File: src/rtl/edo_dq_pkg.sv
package edo_dq_pkg;

  // Next-state bundle for one byte lane.
  typedef struct packed {
    logic valid;   // lane holds read data that may be driven
    logic blk;     // lane latched off until next column fall
    logic wrote;   // a write already happened in this column cycle
  } lane_flags_t;

  function automatic logic [7:0] sat_inc8(input logic [7:0] v, input logic [7:0] lim);
    return (v >= lim) ? lim : v + 8'd1;
  endfunction

endpackage

File: src/rtl/edo_pin_sampler.sv
module edo_pin_sampler #(
  parameter int LANES = 2
) (
  input  logic             clk,
  input  logic             rst_n,
  input  logic [LANES-1:0] cas_n,
  input  logic             we_n,
  output logic             we_fall,
  output logic             cas_act
);

  logic we_prev_q;
  logic cas_act_d, cas_act_q;

  // Merged strobe: active on first lane low, inactive once every lane is high.
  always_comb begin
    cas_act_d = ~(&cas_n);
  end

  always_ff @(posedge clk or negedge rst_n) begin
    if (!rst_n) begin
      we_prev_q <= 1'b1;
      cas_act_q <= 1'b0;
    end else begin
      we_prev_q <= we_n;
      cas_act_q <= cas_act_d;
    end
  end

  assign we_fall = we_prev_q & ~we_n;
  assign cas_act = cas_act_q;

endmodule

File: src/rtl/edo_oe_timer.sv
module edo_oe_timer #(
  parameter int HOLD_CYC  = 2,
  parameter int PULSE_CYC = 3
) (
  input  logic clk,
  input  logic rst_n,
  input  logic cas_n,
  input  logic cas_rise,
  input  logic oe_n,
  output logic trip
);
  import edo_dq_pkg::*;

  localparam int MAXT = (HOLD_CYC > PULSE_CYC) ? HOLD_CYC : PULSE_CYC;
  localparam logic [7:0] LIM    = 8'(MAXT);
  localparam logic [7:0] HOLD_W = 8'(HOLD_CYC);
  localparam logic [7:0] PLS_W  = 8'(PULSE_CYC);

  logic [7:0] cnt_q, cnt_d;
  logic       rise_q, rise_d;

  always_comb begin
    cnt_d  = cnt_q;
    rise_d = rise_q;
    if (!cas_n) begin
      cnt_d  = '0;
      rise_d = 1'b0;
    end else if (cas_rise) begin
      rise_d = oe_n;
      cnt_d  = oe_n ? 8'd1 : 8'd0;
    end else if (oe_n) begin
      cnt_d  = sat_inc8(cnt_q, LIM);
    end else begin
      cnt_d  = '0;
      rise_d = 1'b0;
    end
    trip = cas_n & oe_n & (cnt_d >= (rise_d ? HOLD_W : PLS_W));
  end

  always_ff @(posedge clk or negedge rst_n) begin
    if (!rst_n) begin
      cnt_q  <= '0;
      rise_q <= 1'b0;
    end else begin
      cnt_q  <= cnt_d;
      rise_q <= rise_d;
    end
  end

endmodule

File: src/rtl/edo_lane_ctl.sv
module edo_lane_ctl #(
  parameter int BW        = 8,
  parameter int HOLD_CYC  = 2,
  parameter int PULSE_CYC = 3
) (
  input  logic          clk,
  input  logic          rst_n,
  input  logic          ras_n,
  input  logic          cas_n,
  input  logic          we_n,
  input  logic          we_fall,
  input  logic          oe_n,
  input  logic [BW-1:0] rd_byte,
  output logic          drv,
  output logic [BW-1:0] dout,
  output logic          wstb
);
  import edo_dq_pkg::*;

  logic          cas_prev_q;
  lane_flags_t   fl_q, fl_d;
  logic [BW-1:0] dout_q, dout_d;
  logic          drv_q, drv_d;
  logic          wstb_q, wstb_d;
  logic          cas_fall, cas_rise, trip;

  assign cas_fall = cas_prev_q & ~cas_n;
  assign cas_rise = ~cas_prev_q & cas_n;

  edo_oe_timer #(.HOLD_CYC(HOLD_CYC), .PULSE_CYC(PULSE_CYC)) u_timer (
    .clk      (clk),
    .rst_n    (rst_n),
    .cas_n    (cas_n),
    .cas_rise (cas_rise),
    .oe_n     (oe_n),
    .trip     (trip)
  );

  always_comb begin
    fl_d   = fl_q;
    dout_d = dout_q;
    wstb_d = 1'b0;
    if (cas_fall && !ras_n) begin
      fl_d.wrote = ~we_n;
      if (we_n) begin
        fl_d.valid = 1'b1;
        fl_d.blk   = 1'b0;
        dout_d     = rd_byte;
      end else begin
        fl_d.valid = 1'b0;
        fl_d.blk   = 1'b1;
        wstb_d     = 1'b1;
      end
    end else if (we_fall) begin
      if (cas_n) begin
        fl_d.blk = 1'b1;
      end else if (!ras_n && !fl_q.wrote && oe_n) begin
        fl_d.blk   = 1'b1;
        fl_d.wrote = 1'b1;
        wstb_d     = 1'b1;
      end
    end
    if (trip) begin
      fl_d.blk = 1'b1;
    end
    if (cas_n && ras_n) begin
      fl_d.valid = 1'b0;
    end
    drv_d = fl_d.valid & ~fl_d.blk & ~oe_n;
  end

  always_ff @(posedge clk or negedge rst_n) begin
    if (!rst_n) begin
      cas_prev_q <= 1'b1;
      fl_q       <= '0;
      dout_q     <= '0;
      drv_q      <= 1'b0;
      wstb_q     <= 1'b0;
    end else begin
      cas_prev_q <= cas_n;
      fl_q       <= fl_d;
      dout_q     <= dout_d;
      drv_q      <= drv_d;
      wstb_q     <= wstb_d;
    end
  end

  assign drv  = drv_q;
  assign dout = dout_q;
  assign wstb = wstb_q;

endmodule

File: src/rtl/edo_dq_ctrl.sv
module edo_dq_ctrl #(
  parameter int DW        = 16,
  parameter int LANES     = 2,
  parameter int HOLD_CYC  = 2,
  parameter int PULSE_CYC = 3
) (
  input  logic             clk,
  input  logic             rst_n,
  input  logic             ras_n,
  input  logic [LANES-1:0] cas_n,
  input  logic             we_n,
  input  logic             oe_n,
  input  logic [DW-1:0]    rd_data,
  output logic [LANES-1:0] dq_oe,
  output logic [DW-1:0]    dq_out,
  output logic [LANES-1:0] wr_stb,
  output logic             cas_act
);

  localparam int BW = DW / LANES;

  logic we_fall;

  edo_pin_sampler #(.LANES(LANES)) u_pins (
    .clk     (clk),
    .rst_n   (rst_n),
    .cas_n   (cas_n),
    .we_n    (we_n),
    .we_fall (we_fall),
    .cas_act (cas_act)
  );

  for (genvar g = 0; g < LANES; g++) begin : g_lane
    edo_lane_ctl #(.BW(BW), .HOLD_CYC(HOLD_CYC), .PULSE_CYC(PULSE_CYC)) u_lane (
      .clk     (clk),
      .rst_n   (rst_n),
      .ras_n   (ras_n),
      .cas_n   (cas_n[g]),
      .we_n    (we_n),
      .we_fall (we_fall),
      .oe_n    (oe_n),
      .rd_byte (rd_data[g*BW +: BW]),
      .drv     (dq_oe[g]),
      .dout    (dq_out[g*BW +: BW]),
      .wstb    (wr_stb[g])
    );
  end

endmodule

File: config.mk
export PLATFORM = sky130hd
export DESIGN_NAME = edo_dq_ctrl
export DESIGN_NICKNAME = d
export VERILOG_FILES = /design/src/rtl/edo_dq_pkg.sv /design/src/rtl/edo_pin_sampler.sv /design/src/rtl/edo_oe_timer.sv /design/src/rtl/edo_lane_ctl.sv /design/src/rtl/edo_dq_ctrl.sv
export SDC_FILE = /design/constraint.sdc
export NUM_CORES = 1
export LEC_CHECK = 0
export BUFFER_PORTS_ARGS = -buffer_cell sky130_fd_sc_hd__buf_4
export CAP_MARGIN = 20
export CORE_ASPECT_RATIO = 0.5
export CORE_MARGIN = 2
export CORE_UTILIZATION = 56
export CTS_CLUSTER_SIZE = 8
export DETAILED_ROUTE_END_ITERATION = 12
export PLACE_DENSITY = 0.82
export SYNTH_ARGS = -nofsm -noshare
export SYNTH_HDL_FRONTEND = slang
export SYNTH_SLANG_ARGS = --single-unit
File: constraint.sdc
create_clock -name clk -period 5 [get_ports clk]
set_input_delay 1 -clock clk [delete_from_list [all_inputs] [get_ports clk]]
set_output_delay 1 -clock clk [all_outputs]
set_load 0.02 [all_outputs]
==> parameters.txt <==
Parameter                              Value

Outcome
  Status ... completed

STA
  Achievable Freq ... 477.9 MHz
  Relative slew slack ... 0.6106
  Worst Tran Pin Value ... 584.1 ps
  Post-route clock period utilization ... 0.4185
  Unrepaired setup endpoints after global routing ... false
  Final hold vios ... 0
  Max Transition Viols Final ... 0
  Final setup margin ... 2908 ps
  TNS Setup ... 0 ps
  Worst Clk Skew ... 4.688 ps
  Final critical path time including I/O delays and setup ... 2092 ps
  Total of endpoints with negative setup slack in the final report ... 0

Detailed routing
  Via total after detailed routing ... 1213
  Mean routed wirelength per cell ... 14.25 µm
  Drt drc ... 0
  Met2 WL ... 1602 µm
  Routed Antenna Nets ... 0
  Starting DRT DRC Count ... 38
  Wl on met1 ... 1556 µm
  Top layer reached by signal wires ... met4
  Detail-routed via count per cell ... 5.118
  Met3 Wirelength ... 195 µm
  Aggregate routed wire length ... 3377 µm
  Drt first pass iters ... 4

Yosys
  Simple-gate area share of the yosys netlist ... 0.1094
  Number of distinct library cells after synthesis ... 34
  Count of yosys warnings during synthesis ... 0
  Area fraction of the dominant cell type after synthesis ... 0.5863
  Fraction of synthesized cell area in xor and xnor cells ... 0
  Flops & latches, synth ... 48
  Share of synthesized cell area in full adder, half adder and majority cells ... 0.02606
  Post-synth EDFFs ... 0
  Dominant combinational cell family by area after synthesis ... simple AND/OR/NAND/NOR gates
  Fraction of the yosys area taken by sequential cells ... 0.6274
  Average cell area after synthesis ... 13.25 µm²
  Most area-hungry cell type in the Yosys netlist ... sky130_fd_sc_hd__dfrtp_1
  Most instantiated flip-flop cell in the synthesis netlist ... sky130_fd_sc_hd__dfrtp_1
  Share of synthesized registers carrying an async set or reset ... 1.000
  Instance count of the mapped netlist ... 145
  Mapped Area ... 1921 µm²
  Cells taking the most area after synthesis ... sky130_fd_sc_hd__dfrtp_1 (59%), sky130_fd_sc_hd__mux2_2 (9.4%), sky130_fd_sc_hd__dfstp_2 (4.1%), sky130_fd_sc_hd__ha_1 (2.6%), sky130_fd_sc_hd__inv_1 (2.5%)
  Proportion of synthesized area in mux cells ... 0.09381
  Post-synthesis compound-gate area fraction ... 0.08208

Clock network
  Deepest clock path buffer count ... 2
  Number of buffers added by the clock tree synthesis step ... 5
  Count of H-tree levels built during CTS ... 2
  Post-CTS Setup Bufs ... 0
  CTS hold repair buffers ... 0
  Root buffer selected by CTS ... sky130_fd_sc_hd__clkbuf_8
  Clock transition at the register clock pins on the worst setup and hold paths after CTS ... 80 ps
  Sink count of the clock tree ... 48
  Skew-Pair Late Insertion Delay ... 300 ps
  Total of cells resized after clock tree synthesis ... 0
  Clock tree from TritonCTS ... done

Die
  Number of primary I/O pins ... 44
  Height of the die ... 45.41 µm
  Die Outline Area ... 3943 µm²
  Placeable core region ... 3136 µm²
  Initial Util ... 0.6125
  Row cnt ... 14
  Die X ... 86.82 µm

GRT
  Vias in the first global route ... 1247
  Largest net degree at the start of global routing ... 49
  Global Route Usage Sum ... 0.2074
  Remaining global-route overflow ... 0
  Global-route wire length before repair ... 5954 µm
  Antenna violations before repair ... 0

Placement
  Routability-driven placement congestion ratio ... 0.7577
  IO buf count ... 43
  Hpwl dp ... 2396 µm
  Place WS ... 2728 ps

Setup path
  Classification of the worst setup path ... flip-flop to flip-flop
  Launch point of the critical path ... g_lane[1].u_lane.u_timer.cnt_q[0]
  Kind of start point of the critical path ... flip-flop
  Maximum fanout along the worst path ... 2
  Critical Path RT ... 5240 ps
  Element type at the critical path end ... flip-flop
  Setup slack on the worst flop-to-flop path ... 2910 ps
  Arr. time, crit path ... 2330 ps
  Launch instance of the worst register-to-register path ... g_lane[1].u_lane.u_timer.cnt_q[0]

Cells and area
  Share of cells above drive strength 1 ... 0.3756
  Most common library cell in the layout ignoring fill and taps ... sky130_fd_sc_hd__dfrtp_1
  Number of diodes added for antenna fixing ... 0
  Most used cells in the layout excluding fill and tap cells ... sky130_fd_sc_hd__dfrtp_1 (45), sky130_fd_sc_hd__buf_4 (43), sky130_fd_sc_hd__mux2_2 (16), sky130_fd_sc_hd__inv_1 (13), sky130_fd_sc_hd__conb_1 (12)
  Nets ... 224
  Area growth from synthesis to layout ... 23.52%

Flow run
  Number of violations of the max-capacitance limit ... 0

Pwr
  Worst IR Drop VDD ... 0.0002208 V
  P_leak ... 1.160 nW
  Power density normalized to cell area ... 375.8 nW/µm²

Worst hold path
  Hold path startpoint ... g_lane[0].u_lane.u_timer.cnt_q[0]
  Path class of the lowest-slack min-delay path ... flip-flop to flip-flop
==> cells by family after synthesis <==
group / Yosys count
compound gates: 20
other cells: 1
mux: 16
simple gates: 34
flops: 48
buf+inv: 22
fa+ha+maj: 4
==> report_power, final <==
part / switching, mW / internal (mW)
logic: 0.0864 / 0.0824
registers: 0.0249 / 0.433
clock network: 0.119 / 0.147
total: 0.230 / 0.661
==> synth_stat cells (all sizes together) (3+ instances only) <==
cell / n
buf: 7
mux2: 16
or4: 4
ha: 4
inv: 13
nand2: 6
nor2b: 3
dfrtp: 45
o21ai: 6
dfstp: 3
==> sequential cells by signal (all words and copies together), names as in the netlist <==
signal                        flops
g_lane.u_lane.fl_q                6
g_lane.u_lane.dout               16
g_lane.u_lane.wstb                2
g_lane.u_lane.drv                 2
u_pins.cas_act                    1
u_pins.we_prev_q                  1
g_lane.u_lane.u_timer.rise_q      2
g_lane.u_lane.u_timer.cnt_q      16
g_lane.u_lane.cas_prev_q          2
==> metal layers <==
metal  vias to the layer above  GRT usage
met2                        38     0.3435
met1                       579     0.2627
met4                         0    0.08438
li1                        593          -
met5                         -          0
met3                         3    0.06341
==> critical path: stages (launching register included) <==
cell,delay [ps]
sky130_fd_sc_hd__dfrtp_1,390
sky130_fd_sc_hd__ha_1,200
sky130_fd_sc_hd__or4_4,430
sky130_fd_sc_hd__nor4_1,200
sky130_fd_sc_hd__a31oi_1,140
sky130_fd_sc_hd__inv_1,90
sky130_fd_sc_hd__ha_1,240
sky130_fd_sc_hd__o21ai_2,140
sky130_fd_sc_hd__and4b_1,210
==> area by class of cell <==
cell class | instances | area, µm²
tap | 40 | 50.05
clock inverter | 1 | 30.03
inverter | 13 | 48.80
fill | 208 | 763.2
clock buffer | 6 | 72.57
multi-input combinational | 86 | 643.1
timing repair buffer | 43 | 322.8
sequential | 48 | 1205
==> per-stage QoR <==
stage / instances / hold slack (ps) / utilization / power [mW] / area [µm²]
after floorplan: 156 / 459.2 / - / 0.5508 / 1962
after global placement: 230 / 482.3 / 0.7239 / 0.6260 / 2270
after detailed placement: 230 / 497.5 / 0.7239 / 0.6342 / 2270
after CTS: 237 / 510.9 / 0.7566 / 0.9009 / 2372
after global routing: 237 / 537.7 / 0.7566 / 0.9357 / 2372
final: 237 / 508.6 / 0.7566 / 0.8915 / 2372
==> worst paths after layout <==
| check | end | depth (start not counted) |
|---|---|---|
| hold reg to reg | g_lane[0].u_lane.u_timer.cnt_q[0] | 1 |
| hold / removal | g_lane[0].u_lane.u_timer.cnt_q[0] | 1 |
| min in group asynchronous | g_lane[0].u_lane.u_timer.cnt_q[0] | 1 |
| setup / recovery | g_lane[1].u_lane.drv | 8 |
| setup reg to reg | g_lane[1].u_lane.drv | 8 |
| max in group asynchronous | g_lane[1].u_lane.dout[2] | 1 |
Note: power is estimated with default switching activity, not from simulation.
